[src/rtl/irt_pkg.sv]
// Shared types for the issue resource reservation timers.
// Assumes one issue and one completion at most per cycle.
package irt_pkg;

    typedef enum logic [4:0] {
        OPC_ALU     = 5'd0,
        OPC_SPECIAL = 5'd1,
        OPC_BRANCH  = 5'd2,
        OPC_RETURN  = 5'd3,
        OPC_KARG    = 5'd4,
        OPC_BARRIER = 5'd5,
        OPC_GLB_RD  = 5'd6,
        OPC_GLB_WR  = 5'd7,
        OPC_GLB_AT  = 5'd8,
        OPC_PRV_RD  = 5'd9,
        OPC_PRV_WR  = 5'd10,
        OPC_PRV_AT  = 5'd11,
        OPC_LOC_RD  = 5'd12,
        OPC_LOC_WR  = 5'd13,
        OPC_LOC_AT  = 5'd14,
        OPC_FLAT_RD = 5'd15,
        OPC_FLAT_WR = 5'd16
    } op_class_e;

    // Counter kinds; the index is also the bit of the completion mask.
    localparam int NUM_KINDS  = 5;
    localparam int KIND_TOTAL = 0;
    localparam int KIND_RD_GM = 1;
    localparam int KIND_WR_GM = 2;
    localparam int KIND_RD_LM = 3;
    localparam int KIND_WR_LM = 4;

    typedef struct packed {
        logic                 alu_ld;     // load SIMD ALU timer
        logic                 simd_ld;    // load SIMD issue slot timer
        logic                 mem;        // memory issue: unit slot + bus
        logic                 use_local;  // local bus and local unit
        logic                 long_hold;  // write/atomic bus hold
        logic [NUM_KINDS-1:0] inc;        // counters to raise
    } issue_ctl_t;

endpackage

[src/rtl/irt_decode.sv]
// Operation class decoder: turns the op code and the flat segment flag
// into the set of resource loads and counter increments for one issue.
// Assumes: codes outside the defined classes produce no action.
module irt_decode
    import irt_pkg::*;
(
    input  logic [4:0]  op,
    input  logic        flat_shared,
    output issue_ctl_t  ctl
);

    // Map each class to its resource actions.
    always_comb begin
        ctl = '0;
        case (op_class_e'(op))
            OPC_ALU, OPC_SPECIAL, OPC_BRANCH, OPC_RETURN, OPC_KARG: begin
                ctl.alu_ld  = 1'b1;
                ctl.simd_ld = 1'b1;
            end
            OPC_BARRIER: begin
                ctl.simd_ld = 1'b1;
            end
            OPC_GLB_RD, OPC_PRV_RD: begin
                ctl.mem = 1'b1;
                ctl.inc[KIND_TOTAL] = 1'b1;
                ctl.inc[KIND_RD_GM] = 1'b1;
            end
            OPC_GLB_WR, OPC_PRV_WR: begin
                ctl.mem = 1'b1;
                ctl.long_hold = 1'b1;
                ctl.inc[KIND_TOTAL] = 1'b1;
                ctl.inc[KIND_WR_GM] = 1'b1;
            end
            OPC_GLB_AT, OPC_PRV_AT: begin
                ctl.mem = 1'b1;
                ctl.long_hold = 1'b1;
                ctl.inc[KIND_TOTAL] = 1'b1;
                ctl.inc[KIND_RD_GM] = 1'b1;
                ctl.inc[KIND_WR_GM] = 1'b1;
            end
            OPC_LOC_RD: begin
                ctl.mem = 1'b1;
                ctl.use_local = 1'b1;
                ctl.inc[KIND_TOTAL] = 1'b1;
                ctl.inc[KIND_RD_LM] = 1'b1;
            end
            OPC_LOC_WR: begin
                ctl.mem = 1'b1;
                ctl.use_local = 1'b1;
                ctl.long_hold = 1'b1;
                ctl.inc[KIND_TOTAL] = 1'b1;
                ctl.inc[KIND_WR_LM] = 1'b1;
            end
            OPC_LOC_AT: begin
                ctl.mem = 1'b1;
                ctl.use_local = 1'b1;
                ctl.long_hold = 1'b1;
                ctl.inc[KIND_TOTAL] = 1'b1;
                ctl.inc[KIND_RD_LM] = 1'b1;
                ctl.inc[KIND_WR_LM] = 1'b1;
            end
            OPC_FLAT_RD: begin
                ctl.mem = 1'b1;
                ctl.use_local = flat_shared;
                ctl.inc[KIND_TOTAL] = 1'b1;
                ctl.inc[KIND_RD_GM] = 1'b1;
            end
            OPC_FLAT_WR: begin
                ctl.mem = 1'b1;
                ctl.use_local = flat_shared;
                ctl.long_hold = 1'b1;
                ctl.inc[KIND_TOTAL] = 1'b1;
                ctl.inc[KIND_WR_GM] = 1'b1;
            end
            default: ctl = '0;
        endcase
    end

endmodule

[src/rtl/irt_timer.sv]
// Down-counting busy timer. A load sets the count (and wins over the
// decrement); the timer reads busy while the count is non-zero.
// Assumes load_val fits in TW bits.
module irt_timer #(
    parameter int TW = 4
) (
    input  logic          clk,
    input  logic          rst_n,
    input  logic          load,
    input  logic [TW-1:0] load_val,
    output logic          busy
);

    logic [TW-1:0] cnt_q;

    // Load or count down toward zero.
    always_ff @(posedge clk) begin
        if (!rst_n)               cnt_q <= '0;
        else if (load)            cnt_q <= load_val;
        else if (cnt_q != '0)     cnt_q <= cnt_q - TW'(1);
    end

    assign busy = (cnt_q != '0);

endmodule

[src/rtl/irt_rr_ptr.sv]
// Round-robin index over N resources; advances by one on each use and
// wraps after N-1. Assumes PW is wide enough to hold N-1.
module irt_rr_ptr #(
    parameter int N  = 2,
    parameter int PW = 1
) (
    input  logic          clk,
    input  logic          rst_n,
    input  logic          adv,
    output logic [PW-1:0] sel
);

    localparam logic [PW-1:0] LAST = PW'(N - 1);

    // Step the pointer on every use.
    always_ff @(posedge clk) begin
        if (!rst_n)          sel <= '0;
        else if (adv)        sel <= (sel == LAST) ? '0 : sel + PW'(1);
    end

endmodule

[src/rtl/irt_wf_counters.sv]
// Per-wavefront in-flight request counters, NUM_KINDS per wavefront.
// An increment and a decrement on the same counter cancel; a decrement
// at zero saturates and raises a one-cycle error pulse; an increment at
// the maximum holds. Assumes one issue and one completion per cycle.
module irt_wf_counters
    import irt_pkg::*;
#(
    parameter int NUM_WF = 4,
    parameter int WW     = 2,
    parameter int CW     = 4
) (
    input  logic                                   clk,
    input  logic                                   rst_n,
    input  logic                                   inc_en,
    input  logic [WW-1:0]                          inc_wf,
    input  logic [NUM_KINDS-1:0]                   inc_vec,
    input  logic                                   dec_en,
    input  logic [WW-1:0]                          dec_wf,
    input  logic [NUM_KINDS-1:0]                   dec_vec,
    output logic [NUM_WF-1:0][NUM_KINDS-1:0][CW-1:0] cnt,
    output logic                                   uf_q
);

    localparam logic [CW-1:0] CMAX = '1;

    logic [NUM_WF-1:0][NUM_KINDS-1:0] uf_hit;

    for (genvar w = 0; w < NUM_WF; w++) begin : g_wf
        for (genvar k = 0; k < NUM_KINDS; k++) begin : g_kind
            logic          up;
            logic          dn;
            logic [CW-1:0] c_q;

            // Select this counter's increment and decrement.
            always_comb begin
                up = inc_en && (inc_wf == WW'(w)) && inc_vec[k];
                dn = dec_en && (dec_wf == WW'(w)) && dec_vec[k];
            end

            // Saturating up/down count.
            always_ff @(posedge clk) begin
                if (!rst_n)                          c_q <= '0;
                else if (up && !dn && c_q != CMAX)   c_q <= c_q + CW'(1);
                else if (dn && !up && c_q != '0)     c_q <= c_q - CW'(1);
            end

            assign uf_hit[w][k] = dn && !up && (c_q == '0);
            assign cnt[w][k]    = c_q;
        end
    end

    // Register the underflow event as a single-cycle pulse.
    always_ff @(posedge clk) begin
        if (!rst_n) uf_q <= 1'b0;
        else        uf_q <= |uf_hit;
    end

endmodule

[src/rtl/issue_res_timers.sv]
// Issue resource reservation timers. On each issue it loads the busy
// timers of the ALU pipe, issue slots and register-file-to-memory buses
// that the operation class occupies, and keeps per-wavefront in-flight
// request counts. Assumes the readiness logic only issues when the
// needed resources read free; a load onto a busy timer simply reloads it.
module issue_res_timers
    import irt_pkg::*;
#(
    parameter int NUM_SIMD     = 4,
    parameter int NUM_WF       = 4,
    parameter int NUM_GBUS     = 2,
    parameter int NUM_LBUS     = 2,
    parameter int CW           = 4,
    parameter int BYPASS_LEN   = 4,
    parameter int ISSUE_PERIOD = 4,
    parameter int RD_HOLD      = 4,
    parameter int WR_HOLD      = 8,
    localparam int SW  = (NUM_SIMD > 1) ? $clog2(NUM_SIMD) : 1,
    localparam int WW  = (NUM_WF   > 1) ? $clog2(NUM_WF)   : 1
) (
    input  logic                 clk,
    input  logic                 rst_n,
    input  logic                 iss_valid,
    input  logic [SW-1:0]        iss_simd,
    input  logic [WW-1:0]        iss_wf,
    input  logic [4:0]           iss_op,
    input  logic                 iss_flat_shared,
    input  logic                 cmp_valid,
    input  logic [WW-1:0]        cmp_wf,
    input  logic [4:0]           cmp_sel,
    output logic [NUM_SIMD-1:0]  alu_busy,
    output logic [NUM_SIMD-1:0]  simd_slot_busy,
    output logic                 gmem_slot_busy,
    output logic                 lmem_slot_busy,
    output logic [NUM_GBUS-1:0]  gbus_busy,
    output logic [NUM_LBUS-1:0]  lbus_busy,
    output logic [NUM_WF*CW-1:0] cnt_total,
    output logic [NUM_WF*CW-1:0] cnt_rd_gm,
    output logic [NUM_WF*CW-1:0] cnt_wr_gm,
    output logic [NUM_WF*CW-1:0] cnt_rd_lm,
    output logic [NUM_WF*CW-1:0] cnt_wr_lm,
    output logic                 cnt_underflow
);

    localparam int MAX_AB = (BYPASS_LEN > ISSUE_PERIOD) ? BYPASS_LEN : ISSUE_PERIOD;
    localparam int MAX_RW = (RD_HOLD > WR_HOLD) ? RD_HOLD : WR_HOLD;
    localparam int MAXL   = (MAX_AB > MAX_RW) ? MAX_AB : MAX_RW;
    localparam int TW     = $clog2(MAXL + 1);
    localparam int GPW    = (NUM_GBUS > 1) ? $clog2(NUM_GBUS) : 1;
    localparam int LPW    = (NUM_LBUS > 1) ? $clog2(NUM_LBUS) : 1;

    localparam logic [TW-1:0] T_BYP  = TW'(BYPASS_LEN);
    localparam logic [TW-1:0] T_ISS  = TW'(ISSUE_PERIOD);
    localparam logic [TW-1:0] T_RD   = TW'(RD_HOLD);
    localparam logic [TW-1:0] T_WR   = TW'(WR_HOLD);

    issue_ctl_t     ctl;
    logic           g_use;
    logic           l_use;
    logic [TW-1:0]  bus_len;
    logic [GPW-1:0] gsel;
    logic [LPW-1:0] lsel;
    logic [NUM_WF-1:0][NUM_KINDS-1:0][CW-1:0] cnt;

    irt_decode u_dec (
        .op          (iss_op),
        .flat_shared (iss_flat_shared),
        .ctl         (ctl)
    );

    // Which memory side this issue occupies and for how long.
    always_comb begin
        g_use   = iss_valid && ctl.mem && !ctl.use_local;
        l_use   = iss_valid && ctl.mem &&  ctl.use_local;
        bus_len = ctl.long_hold ? T_WR : T_RD;
    end

    // Per-SIMD ALU pipe and issue slot timers.
    for (genvar s = 0; s < NUM_SIMD; s++) begin : g_simd
        logic hit;
        assign hit = iss_valid && (iss_simd == SW'(s));

        irt_timer #(.TW(TW)) u_alu (
            .clk (clk), .rst_n (rst_n),
            .load (hit && ctl.alu_ld), .load_val (T_BYP),
            .busy (alu_busy[s])
        );

        irt_timer #(.TW(TW)) u_slot (
            .clk (clk), .rst_n (rst_n),
            .load (hit && ctl.simd_ld), .load_val (T_ISS),
            .busy (simd_slot_busy[s])
        );
    end

    // Memory unit issue slot timers.
    irt_timer #(.TW(TW)) u_gslot (
        .clk (clk), .rst_n (rst_n),
        .load (g_use), .load_val (T_ISS),
        .busy (gmem_slot_busy)
    );

    irt_timer #(.TW(TW)) u_lslot (
        .clk (clk), .rst_n (rst_n),
        .load (l_use), .load_val (T_ISS),
        .busy (lmem_slot_busy)
    );

    // Round-robin bus pickers.
    irt_rr_ptr #(.N(NUM_GBUS), .PW(GPW)) u_gptr (
        .clk (clk), .rst_n (rst_n), .adv (g_use), .sel (gsel)
    );

    irt_rr_ptr #(.N(NUM_LBUS), .PW(LPW)) u_lptr (
        .clk (clk), .rst_n (rst_n), .adv (l_use), .sel (lsel)
    );

    // Global bus timers.
    for (genvar b = 0; b < NUM_GBUS; b++) begin : g_gbus
        irt_timer #(.TW(TW)) u_bus (
            .clk (clk), .rst_n (rst_n),
            .load (g_use && (gsel == GPW'(b))), .load_val (bus_len),
            .busy (gbus_busy[b])
        );
    end

    // Local bus timers.
    for (genvar b = 0; b < NUM_LBUS; b++) begin : g_lbus
        irt_timer #(.TW(TW)) u_bus (
            .clk (clk), .rst_n (rst_n),
            .load (l_use && (lsel == LPW'(b))), .load_val (bus_len),
            .busy (lbus_busy[b])
        );
    end

    irt_wf_counters #(.NUM_WF(NUM_WF), .WW(WW), .CW(CW)) u_cnt (
        .clk     (clk),
        .rst_n   (rst_n),
        .inc_en  (iss_valid),
        .inc_wf  (iss_wf),
        .inc_vec (ctl.inc),
        .dec_en  (cmp_valid),
        .dec_wf  (cmp_wf),
        .dec_vec (cmp_sel),
        .cnt     (cnt),
        .uf_q    (cnt_underflow)
    );

    // Flatten the counter bank onto the output buses.
    for (genvar w = 0; w < NUM_WF; w++) begin : g_out
        assign cnt_total[w*CW +: CW] = cnt[w][KIND_TOTAL];
        assign cnt_rd_gm[w*CW +: CW] = cnt[w][KIND_RD_GM];
        assign cnt_wr_gm[w*CW +: CW] = cnt[w][KIND_WR_GM];
        assign cnt_rd_lm[w*CW +: CW] = cnt[w][KIND_RD_LM];
        assign cnt_wr_lm[w*CW +: CW] = cnt[w][KIND_WR_LM];
    end

endmodule

[config.mk]
export PLATFORM = sky130hd
export DESIGN_NAME = issue_res_timers
export DESIGN_NICKNAME = d
export VERILOG_FILES = /design/src/rtl/irt_pkg.sv /design/src/rtl/irt_decode.sv /design/src/rtl/irt_timer.sv /design/src/rtl/irt_rr_ptr.sv /design/src/rtl/irt_wf_counters.sv /design/src/rtl/issue_res_timers.sv
export SDC_FILE = /design/constraint.sdc
export NUM_CORES = 1
export LEC_CHECK = 0
export ABC_AREA = 1
export BUFFER_PORTS_ARGS = -buffer_cell sky130_fd_sc_hd__buf_2
export CORE_ASPECT_RATIO = 0.75
export CORE_MARGIN = 3
export CORE_UTILIZATION = 35
export DETAILED_ROUTE_END_ITERATION = 8
export GPL_TIMING_DRIVEN = 0
export PLACE_DENSITY = 0.6
export SYNTH_ARGS = -nofsm -noshare
export SYNTH_HDL_FRONTEND = slang
export SYNTH_SLANG_ARGS = --single-unit
[constraint.sdc]
create_clock -name clk -period 2.3 [get_ports clk]
set_input_delay 0.345 -clock clk [delete_from_list [all_inputs] [get_ports clk]]
set_output_delay 0.345 -clock clk [all_outputs]
set_load 0.01 [all_outputs]
==> impl_metrics.tcl <==
set metrics [dict create \
    outcome "completed" \
    route.detailed.vias_per_inst 4.80 \
    timing.final.crit_share_pct 93.1 \
    crit_path_top_delay_cell "sky130_fd_sc_hd__ha_1" \
    dominant_combinational_cell_family_by_area_after_synthesis "simple AND/OR/NAND/NOR gates" \
    cts_tree "built" \
    fp-row-count 50 \
    fillerInstances 2574 \
    grt_antenna_before_repair 1 \
    cell_area_after_layout_sq_mm 0.0109 \
    ir_drop_worst_case_vdd_uv 553 \
    buffer_ports.inserted 115 \
    cp_capture_type "flip-flop" \
    dr.first_iter.drc_count 496 \
    worstSkewPairLatency_ns 0.43 \
    synthesis.yosys.warnings 0 \
    complex_gate_fraction_of_the_synthesized_area_pct 13.3 \
    worst_setup_hold_path_clk_slew_ns 0.07 \
    area.sequential_sq_mm 0.00279 \
    drc 0 \
    worstRegToRegCells 13 \
    cts-hold-fix-buffers 0 \
    report.final.slew_viol_count 0 \
    timing.critical_path.arrival_ns 2.47 \
    grt_overflow 0 \
    clock.fmax_ghz 0.467 \
    crit_cells 17 \
    critPathRequiredTime_ns 2.63 \
    timing.clock.skew_ns 0.0122 \
    numPlacedInstances 1723 \
    detail_route.wirelength_um 24200 \
    synth-seq-area-share_pct 30.8 \
    ys_seq_elements 139 \
    timing_hold_violations_final 0 \
    min-delay-path-class "in -> reg" \
    synth.area.mux_share_pct 0.221 \
    timing.critical_path.fanout_max 6 \
    critPathTopFamily "simple AND/OR/NAND/NOR gates" \
    gp_routability_congestion 0.846 \
    synth_cell_type_count 46 \
    route.detailed.wl_per_inst_um 13.7 \
    postRouteAntennaNets 0 \
    die_area_sq_mm 0.0278 \
    multi_input_area_sq_mm 0.00557 \
    ios 116 \
    h_tree_depth_reported_by_cts 4 \
    max_slew.worst_pin.slew_ns 0.833 \
    final_layout_size_suffix_gt1_share_pct 18.3 \
    asyncSetResetFlopFracSynth_pct 0 \
    drt_pre_antenna_iters 5 \
    cts-buffers-inserted 17 \
    synth_fp_nets 1369 \
    setup_violations 0 \
    layout_min_cycle_time_ns 2.14 \
    cp.buffers_inverters 4 \
    fin_tns_setup_ns 0 \
    synth_simple_gate_area_share_pct 29.9 \
    regToRegSetupSlack_ns 0.17 \
    hpwl_um 18300 \
    pin_count_of_the_biggest_net_entering_global_routing 17 \
    grt_pass1_wl_um 38900 \
    slew_headroom_pct 44.4 \
    crit_path_start_kind "input port" \
    cap_violations 0 \
    cellPowerDensity_mw_per_mm2 871 \
    timing.hold.worst_path_depth 3 \
    layout-area-overhead-vs-synth_pct 20.5 \
    synth.avg_cell_area_sq_um 7.12 \
    cell_repeated_most_along_the_worst_path "sky130_fd_sc_hd__nand2_2" \
    final_core_utilization_pct 43.2 \
    floorplan.die.height_um 145 \
    initial_utilization_pct 35.9 \
    largest_buffer_count_on_any_clock_path 2 \
    layout_commonest_cell "sky130_fd_sc_hd__nand2_1" \
    nNetsFinal 1513 \
    grt_setup_unrepaired "yes" \
    detailroute.via_count 8461 \
    ctsRootBufferMaster "sky130_fd_sc_hd__clkbuf_16" \
    synthAdderAreaFrac_pct 12.4 \
    cp_slowest_stage_delay_ns 0.35 \
    syn_inst 1270 \
    post_synthesis_instance_area_sq_mm 0.00905 \
    layout_common_cells "212 x sky130_fd_sc_hd__nand2_1, 176 x sky130_fd_sc_hd__inv_1, 148 x sky130_fd_sc_hd__nor2_1" \
    floorplan.die.width_um 192 \
    numClockSinks 139 \
    floorplan.core_area_sq_mm 0.0252 \
    placed_area_sq_mm 0.0100 \
    total_leakage_power_nw 5.16 \
    synth_enable_flop_cells 0 \
    critical_path.cell_chain "buf_2 -> inv_1 -> nand2_1 -> nor2_1 -> nand2_2 -> inv_2 -> nand2_2 -> nor2_2 -> nand2_2 -> ha_1 -> and3_1 -> a211oi_2 -> inv_1 -> nand2_1 -> nand3_1 -> o21ai_1 -> a21oi_1" \
    gr-usage-all-layers_pct 17.5 \
    final-instance-count-excl-fill 1764 \
    critical_path_start_end_classification "in -> reg" \
    dominantRegCellSynth "sky130_fd_sc_hd__dfxtp_1" \
    synth_xor_xnor_area_share_pct 3.87 \
    grt_pass1_vias 7490 \
]
## state kept, by name (all words and copies together), names as in the netlist
register / flops
u_gptr.sel: 1
u_cnt.g_wf.g_kind.c_q: 80
g_simd.u_alu.cnt_q: 16
u_gslot.cnt_q: 4
u_cnt.uf_q: 1
g_gbus.u_bus.cnt_q: 8
g_simd.u_slot.cnt_q: 16
u_lslot.cnt_q: 4
g_lbus.u_bus.cnt_q: 8
u_lptr.sel: 1
## Yosys cell counts (5+ instances only)
library cell                 n  share of area [%]
sky130_fd_sc_hd__a211oi_1   14                1.2
sky130_fd_sc_hd__a21oi_1    98                5.4
sky130_fd_sc_hd__a31oi_1    22                1.5
sky130_fd_sc_hd__buf_4      13                1.1
sky130_fd_sc_hd__clkbuf_1    8               0.33
sky130_fd_sc_hd__clkinv_1    5               0.21
sky130_fd_sc_hd__dfxtp_1   139                 31
sky130_fd_sc_hd__fa_1       20                4.4
sky130_fd_sc_hd__ha_1       58                8.0
sky130_fd_sc_hd__inv_1     176                7.3
sky130_fd_sc_hd__inv_2       5               0.21
sky130_fd_sc_hd__nand2_1   217                9.0
sky130_fd_sc_hd__nand2_2    13               0.90
sky130_fd_sc_hd__nand3_1    89                4.9
sky130_fd_sc_hd__nand3_2     8               0.89
sky130_fd_sc_hd__nand3b_1   15                1.2
sky130_fd_sc_hd__nand4_1    30                2.1
sky130_fd_sc_hd__nor2_1    152                6.3
sky130_fd_sc_hd__nor2_2      7               0.48
sky130_fd_sc_hd__nor3_1     11               0.61
sky130_fd_sc_hd__o21ai_0    64                3.5
sky130_fd_sc_hd__o21ai_1    13               0.72
sky130_fd_sc_hd__or2_2      17                1.2
sky130_fd_sc_hd__xnor2_1    20                1.9
sky130_fd_sc_hd__xor2_1     20                1.9
## path summary, 6_finish.rpt
kind,from,endpoint
setup reg to reg,u_cnt.g_wf[2].g_kind[1].c_q[1]$_SDFFE_PN0P_,u_cnt.g_wf[2].g_kind[1].c_q[3]$_SDFFE_PN0P_
setup / recovery,iss_op[4],u_cnt.g_wf[2].g_kind[4].c_q[3]$_SDFFE_PN0P_
hold reg to reg,g_simd[1].u_alu.cnt_q[0]$_SDFFE_PP0P_,g_simd[1].u_alu.cnt_q[0]$_SDFFE_PP0P_
hold / removal,iss_simd[0],g_simd[1].u_alu.cnt_q[2]$_SDFFE_PN0P_
## per-stage QoR
| step | power [W] | setup WS [ns] | hold WS [ns] |
|---|---|---|---|
| detailed placement | 0.00661 | -0.483 | 0.457 |
| floorplan | 0.00583 | 0.0486 | 0.438 |
| global route | 0.0103 | -0.0767 | 0.296 |
| global placement | 0.00653 | -0.432 | 0.448 |
| finish | 0.00950 | 0.158 | 0.297 |
| CTS | 0.00958 | 0.0234 | 0.278 |
## timing repair
action	CTS	global route
pin swaps	0	3
setup buffers	0	10
endpoints found under the setup margin	1	19
gates cloned	0	0
resized for setup	1	35
## power by group
group	switching (W)	internal, W	leakage, nW	total [W]
Combinational	0.00187	0.00153	3.73	0.00340
Clock	0.00111	0.00180	0.286	0.00291
Sequential	0.000320	0.00286	1.14	0.00318
## routing by layer
layer / vias up / global-route usage (%) / wire length, um
li1: 4484 / - / -
met1: 3824 / 25.3 / 12100
met2: 138 / 26.7 / 10600
met3: 15 / 3.94 / 1210
met4: 0 / 3.52 / 221
met5: - / 0 / 0
## worst register-to-register path, cell delays in order, from the launching register on
cell and delay, ns:
sky130_fd_sc_hd__dfxtp_2 0.36, sky130_fd_sc_hd__nand4_1 0.13, sky130_fd_sc_hd__o21ai_0 0.09, sky130_fd_sc_hd__nand3b_1 0.30, sky130_fd_sc_hd__ha_1 0.35, sky130_fd_sc_hd__nand2_1 0.06, sky130_fd_sc_hd__nor2_1 0.05, sky130_fd_sc_hd__a211oi_2 0.16
sky130_fd_sc_hd__inv_1 0.07, sky130_fd_sc_hd__or2_0 0.22, sky130_fd_sc_hd__nand3_1 0.09, sky130_fd_sc_hd__nand2_1 0.06, sky130_fd_sc_hd__nand2_1 0.05, sky130_fd_sc_hd__nor2_1 0.05
## cell type report
| cell class | count | share of cell area [%] |
|---|---|---|
| Sequential cell | 139 | 25.6 |
| Antenna cell | 1 | 0.0230 |
| Inverter | 186 | 6.41 |
| Tap cell | 338 | 3.88 |
| Clock buffer | 19 | 3.97 |
| Buffer | 26 | 1.50 |
| Timing Repair Buffer | 125 | 5.97 |
| Clock inverter | 11 | 1.56 |
| Multi-Input combinational cell | 919 | 51.1 |
## cell families (layout without fill, tap and decap cells)
logic type	count (synthesis)	in the layout
AND/OR/NAND/NOR	578	578
AO/OA/AOI/OAI	221	221
buffers and inverters	212	367
flip-flops	139	139
adder cells (fa/ha/maj)	78	78
XOR/XNOR	40	40
multiplexers	2	2
other	0	1
No activity file was read; power rests on OpenSTA's default activity.
